==> src/rtl/prog_serial_slave.sv <==
module prog_serial_slave #(
  parameter int DATA_W = 14,
  parameter int CMD_W  = 6,
  parameter int SYNC_W = 2
) (
  input  logic              clk,
  input  logic              rst_n,
  input  logic              mode_en,
  input  logic              sclk_in,
  input  logic              sdat_in,
  output logic              sdat_out,
  output logic              sdat_oe,
  output logic              load_stb,
  output logic [DATA_W-1:0] load_word,
  output logic              read_stb,
  input  logic [DATA_W-1:0] read_word,
  output logic              incr_stb,
  output logic              begin_stb,
  output logic              end_stb,
  output logic              erase_stb
);
  localparam int FRAME = DATA_W + 2;
  localparam int CNT_W = $clog2(FRAME);
  localparam logic [CNT_W-1:0] LAST_CMD = CNT_W'(CMD_W - 1);
  localparam logic [CNT_W-1:0] LAST_DAT = CNT_W'(FRAME - 1);
  localparam logic [3:0] OP_LOAD = 4'h2, OP_READ = 4'h4, OP_INCR = 4'h6,
                         OP_BEGIN = 4'h8, OP_ERASE = 4'h9, OP_END = 4'hE;

  typedef enum logic [1:0] {ST_CMD, ST_LOAD, ST_READ} st_t;

  logic [SYNC_W-1:0] ck_sync, dt_sync;
  logic              ck_prev;
  st_t               st;
  logic [CNT_W-1:0]  cnt;
  logic [CMD_W-1:0]  cmd_sh;
  logic [DATA_W-1:0] ld_sh, rd_sh;

  wire ck_now = ck_sync[SYNC_W-1];
  wire dt_now = dt_sync[SYNC_W-1];
  wire fall_e = ck_prev & ~ck_now;
  wire rise_e = ~ck_prev & ck_now;
  wire [CMD_W-1:0] cmd_next = {dt_now, cmd_sh[CMD_W-1:1]};
  wire [3:0] op = cmd_next[3:0];

  always_ff @(posedge clk or negedge rst_n)
    if (!rst_n) begin
      ck_sync <= '0;
      dt_sync <= '0;
      ck_prev <= 1'b0;
    end else begin
      ck_sync <= {ck_sync[SYNC_W-2:0], sclk_in};
      dt_sync <= {dt_sync[SYNC_W-2:0], sdat_in};
      ck_prev <= ck_now;
    end

  always_ff @(posedge clk or negedge rst_n)
    if (!rst_n) begin
      st <= ST_CMD;
      cnt <= '0;
      cmd_sh <= '0;
      ld_sh <= '0;
      rd_sh <= '0;
      load_word <= '0;
      sdat_out <= 1'b0;
      sdat_oe <= 1'b0;
      {load_stb, read_stb, incr_stb, begin_stb, end_stb, erase_stb} <= '0;
    end else begin
      {load_stb, read_stb, incr_stb, begin_stb, end_stb, erase_stb} <= '0;
      if (!mode_en) begin
        st <= ST_CMD;
        cnt <= '0;
        sdat_oe <= 1'b0;
        sdat_out <= 1'b0;
      end else begin
        case (st)
          ST_CMD:
            if (fall_e) begin
              cmd_sh <= cmd_next;
              if (cnt == LAST_CMD) begin
                cnt <= '0;
                case (op)
                  OP_LOAD:  st <= ST_LOAD;
                  OP_READ:  begin st <= ST_READ; read_stb <= 1'b1; end
                  OP_INCR:  incr_stb <= 1'b1;
                  OP_BEGIN: begin_stb <= 1'b1;
                  OP_END:   end_stb <= 1'b1;
                  OP_ERASE: erase_stb <= 1'b1;
                  default:  ;
                endcase
              end else begin
                cnt <= cnt + 1'b1;
              end
            end
          ST_LOAD:
            if (fall_e) begin
              if (cnt == LAST_DAT) begin
                load_word <= ld_sh;
                load_stb <= 1'b1;
                st <= ST_CMD;
                cnt <= '0;
              end else begin
                if (cnt != '0) ld_sh <= {dt_now, ld_sh[DATA_W-1:1]};
                cnt <= cnt + 1'b1;
              end
            end
          ST_READ: begin
            if (rise_e) begin
              if (cnt == '0) rd_sh <= read_word;
              else if (cnt == LAST_DAT) sdat_oe <= 1'b0;
              else begin
                sdat_oe <= 1'b1;
                sdat_out <= rd_sh[0];
                rd_sh <= rd_sh >> 1;
              end
            end
            if (fall_e) begin
              if (cnt == LAST_DAT) begin
                st <= ST_CMD;
                cnt <= '0;
              end else begin
                cnt <= cnt + 1'b1;
              end
            end
          end
          default: st <= ST_CMD;
        endcase
      end
    end

  p_one_strobe_r7: assert property (@(posedge clk) disable iff (!rst_n)
    $onehot0({load_stb, read_stb, incr_stb, begin_stb, end_stb, erase_stb}));
  p_release_r8: assert property (@(posedge clk) disable iff (!rst_n)
    !mode_en |=> !sdat_oe);
  p_oe_on_rise_r6: assert property (@(posedge clk) disable iff (!rst_n)
    $rose(sdat_oe) |-> $past(rise_e));
  p_oe_off_rise_r6: assert property (@(posedge clk) disable iff (!rst_n)
    ($fell(sdat_oe) && $past(mode_en)) |-> $past(rise_e));
  p_oe_only_read_r6: assert property (@(posedge clk) disable iff (!rst_n)
    sdat_oe |-> (st == ST_READ));
  p_load_on_fall_r4: assert property (@(posedge clk) disable iff (!rst_n)
    load_stb |-> $past(fall_e));
  p_cmd_on_fall_r1: assert property (@(posedge clk) disable iff (!rst_n)
    (read_stb || incr_stb || begin_stb || end_stb || erase_stb) |-> $past(fall_e));
endmodule

==> config.mk <==
export PLATFORM = sky130hd
export DESIGN_NAME = prog_serial_slave
export DESIGN_NICKNAME = d
export VERILOG_FILES = /design/src/rtl/prog_serial_slave.sv
export SDC_FILE = /design/constraint.sdc
export NUM_CORES = 1
export LEC_CHECK = 0
export BUFFER_PORTS_ARGS = -buffer_cell sky130_fd_sc_hd__buf_2
export CAP_MARGIN = 0
export CORE_ASPECT_RATIO = 0.5
export CORE_MARGIN = 3
export CORE_UTILIZATION = 40
export CTS_BUF_LIST = sky130_fd_sc_hd__clkbuf_4
export DETAILED_ROUTE_END_ITERATION = 10
export PLACE_DENSITY = 0.6
export SETUP_SLACK_MARGIN = 0.4
export SLEW_MARGIN = 20
export SYNTH_ARGS = -nofsm -noshare
export SYNTH_HDL_FRONTEND = slang
export SYNTH_SLANG_ARGS = --single-unit
==> constraint.sdc <==
create_clock -name clk -period 2 [get_ports clk]
set_input_delay 0.5 -clock clk [delete_from_list [all_inputs] [get_ports clk]]
set_output_delay 0.5 -clock clk [all_outputs]
set_load 0.1 [all_outputs]
==> summary.txt <==
Wirelength per Cell: 14.0 µm
Finished Core Util: 53.2%
setup TNS: 0 ns
# nets final: 301
crit path kind: register to register
worst slew pin tran: 0.488 ns
Hold Buf Count CTS: 0
Initial DRC Count: 113
CP Data Arrival Time: 2.00 ns
# diodes: 0
placed instance area: 3220 µm²
skew final: 0.0102 ns
fraction of layout cells with a size suffix above 1: 43.7%
H-tree levels: 3
FP Rows: 21
Max Fclk: 588 MHz
chip width: 126 µm
vias in the first global route: 1721
Port Buffers: 40
Post-Syn Area: 2900 µm²
CTS Buffer Depth: 2
P_leak: 1.79 nW
final hold violation count: 0
cell count after synthesis: 220
Synth Net Count: 245
Worst Reg-to-Reg Cells: 5
Clock Sinks: 66
Die Y: 66.2 µm
syn_area_per_cell: 13.2 µm²
GPL Wtd Cong: 0.746
DP HPWL: 3390 µm
register area share after synthesis: 56.9%
die area: 8380 µm²
power per cell area: 852 nW/µm²
DR DRC count: 0
DRT Pass-1 Iters: 4
All-Layer GR Usage: 13.0%
Non-Filler Instances: 371
final cycle utilization of the critical path: 85.0%
Rel. slew slack: 67.5%
CTS Buf Count: 9
first-pass GRT wire length: 8320 µm
Max IR drop VDD: 0.303 mV
WP data required: 2.30 ns
post-route cell area: 3650 µm²
Slew Viols, Final: 0
Min Hold Slack: 0.0375 ns
final setup vio count: 0
Min-Delay Path Class: input pin to async pin
area delta synth->final: 25.7%
initial core utilization: 42.3%
grt total ovfl: 0
core area: 6860 µm²
crit path time final: 1.70 ns
antenna violations before repair: 0
crit path max fanout: 14
vias per inst: 4.91
Worst-path clk slew: 0.10 ns
dpl cells: 348
via count: 1821
ANT nets after route: 0
total of max-cap violations: 0
RSZ-0062 raised after global routing: yes
TritonCTS clock tree: yes
Worst-Skew Late Latency: 0.41 ns
pin count of the biggest net entering global routing: 47
status: finished clean
CP endpoint kind: register
num ports: 41
Routed WL: 5200 µm
Yosys warnings: 0
root buffer cell: clkbuf_4
startpoint types: register
Seq cells post-synth: 66
count of cell types in the netlist: 45
cell families after synthesis:
group | Yosys count | share of synthesized area (%)
xor gates and xnor gates | 1 | 0.302
buffers and inverters | 17 | 3.97
adders and majority gates | 6 | 2.59
and+or+nand+nor | 55 | 11.2
DFF | 66 | 56.9
AOI/OAI and AO/OA | 28 | 6.08
muxes | 47 | 19.0
state kept, by name (all words and copies together) (netlist names):
register	count
begin_stb	1
incr_stb	1
cmd_sh	5
sdat_out	1
ld_sh	14
read_stb	1
load_stb	1
rd_sh	14
dt_sync	2
cnt	4
load_word	14
end_stb	1
erase_stb	1
st	2
ck_sync	2
ck_prev	1
sdat_oe	1
worst paths after layout:
| check | to | slack, ns | start |
|---|---|---|---|
| worst max-delay path | ld_sh[6] | 0.30 | cnt[0] |
| worst min-delay path | rd_sh[9] | 0.04 | rst_n |
| worst max register to register | ld_sh[6] | 0.30 | cnt[0] |
| worst min register to register | ck_sync[1] | 0.36 | ck_sync[0] |
| max in group asynchronous | load_word[6] | 1.36 | rst_n |
| min in group clk | dt_sync[0] | 0.18 | sdat_in |
critical path: stages, from the launching register on:
cell	delay [ns]
dfrtp_1	0.43
ha_2	0.22
and3_4	0.20
nor3_4	0.21
buf_12	0.18
mux2_2	0.34
stage by stage:
stage               power (mW)  setup slack, ns
floorplan                 2.18            0.279
global placement          2.31            0.324
detailed placement        2.34            0.297
CTS                       3.12            0.315
global route              3.32            0.203
finish                    3.11            0.300
cell usage after synthesis, drive strengths merged:
library cell  count  area [µm²]
dfrtp            66        1650
mux2             34         420
nor2             21        81.3
a21oi            15        75.1
mux2i            13         130
buf              10        88.8
inv               7        26.3
ha                6        75.1
nand2             5        18.8
nand3             4        32.5
nor3              4        31.3
nor4              4        25.0
and3              2        17.5
nand3b            2        15.0
nor2b             2        12.5
nor3b             2        15.0
nor4b             2        17.5
o21ai             2        10.0
a211o             1        8.76
a211oi            1        7.51
a21boi            1        7.51
a21o              1        7.51
a22o              1        8.76
a22oi             1        7.51
a311oi            1        8.76
a41oi             1        8.76
and2              1        6.26
and2b             1        8.76
and3b             1        10.0
nand2b            1        6.26
nand4b            1        15.0
o21bai            1        7.51
o2bb2ai           1        8.76
o32a              1        10.0
or2               1        6.26
or3               1        6.26
xnor2             1        8.76
where the power goes:
| part | internal [mW] | switching, mW | total (mW) |
|---|---|---|---|
| Clock | 0.248 | 0.447 | 0.695 |
| Combinational | 0.385 | 0.349 | 0.734 |
| Sequential | 1.52 | 0.156 | 1.68 |
| Total | 2.16 | 0.952 | 3.11 |
timing repair:
item | 4_1_cts | 5_1_grt
setup endpoints to repair | 68 | 63
gates cloned | 1 | 1
buffers inserted | 5 | 2
gates resized for setup | 44 | 27
pin swaps | 1 | 3
area by class of cell:
type                       count  area, µm²
clock buffer                  10       75.1
clock inverter                 4       21.3
fill                         606       3210
inverter                       7       26.3
multi-input combinational    137       1220
sequential                    66       1650
tap                           92        115
timing repair buffer          55        543
cell usage in the layout (no fill, tap or decap), drive strengths merged, types with 2 or more instances in the layout:
cell type | netlist | layout
dfrtp | 66 | 66
buf | 10 | 54
mux2 | 34 | 34
nor2 | 21 | 21
a21oi | 15 | 15
mux2i | 13 | 13
clkbuf | 0 | 11
inv | 7 | 7
ha | 6 | 6
nand2 | 5 | 5
nor4 | 4 | 4
nor3 | 4 | 4
nand3 | 4 | 4
clkinv | 0 | 3
nand3b | 2 | 2
and3 | 2 | 2
nor2b | 2 | 2
nor4b | 2 | 2
nor3b | 2 | 2
o21ai | 2 | 2
layer usage:
layer / routed length [µm] / track usage (%)
met4: 35 / 5.35
met3: 216 / 6.29
met5: 0 / 0
met2: 2410 / 18.8
met1: 2550 / 16.5
No activity file was read; power rests on OpenSTA's default activity.
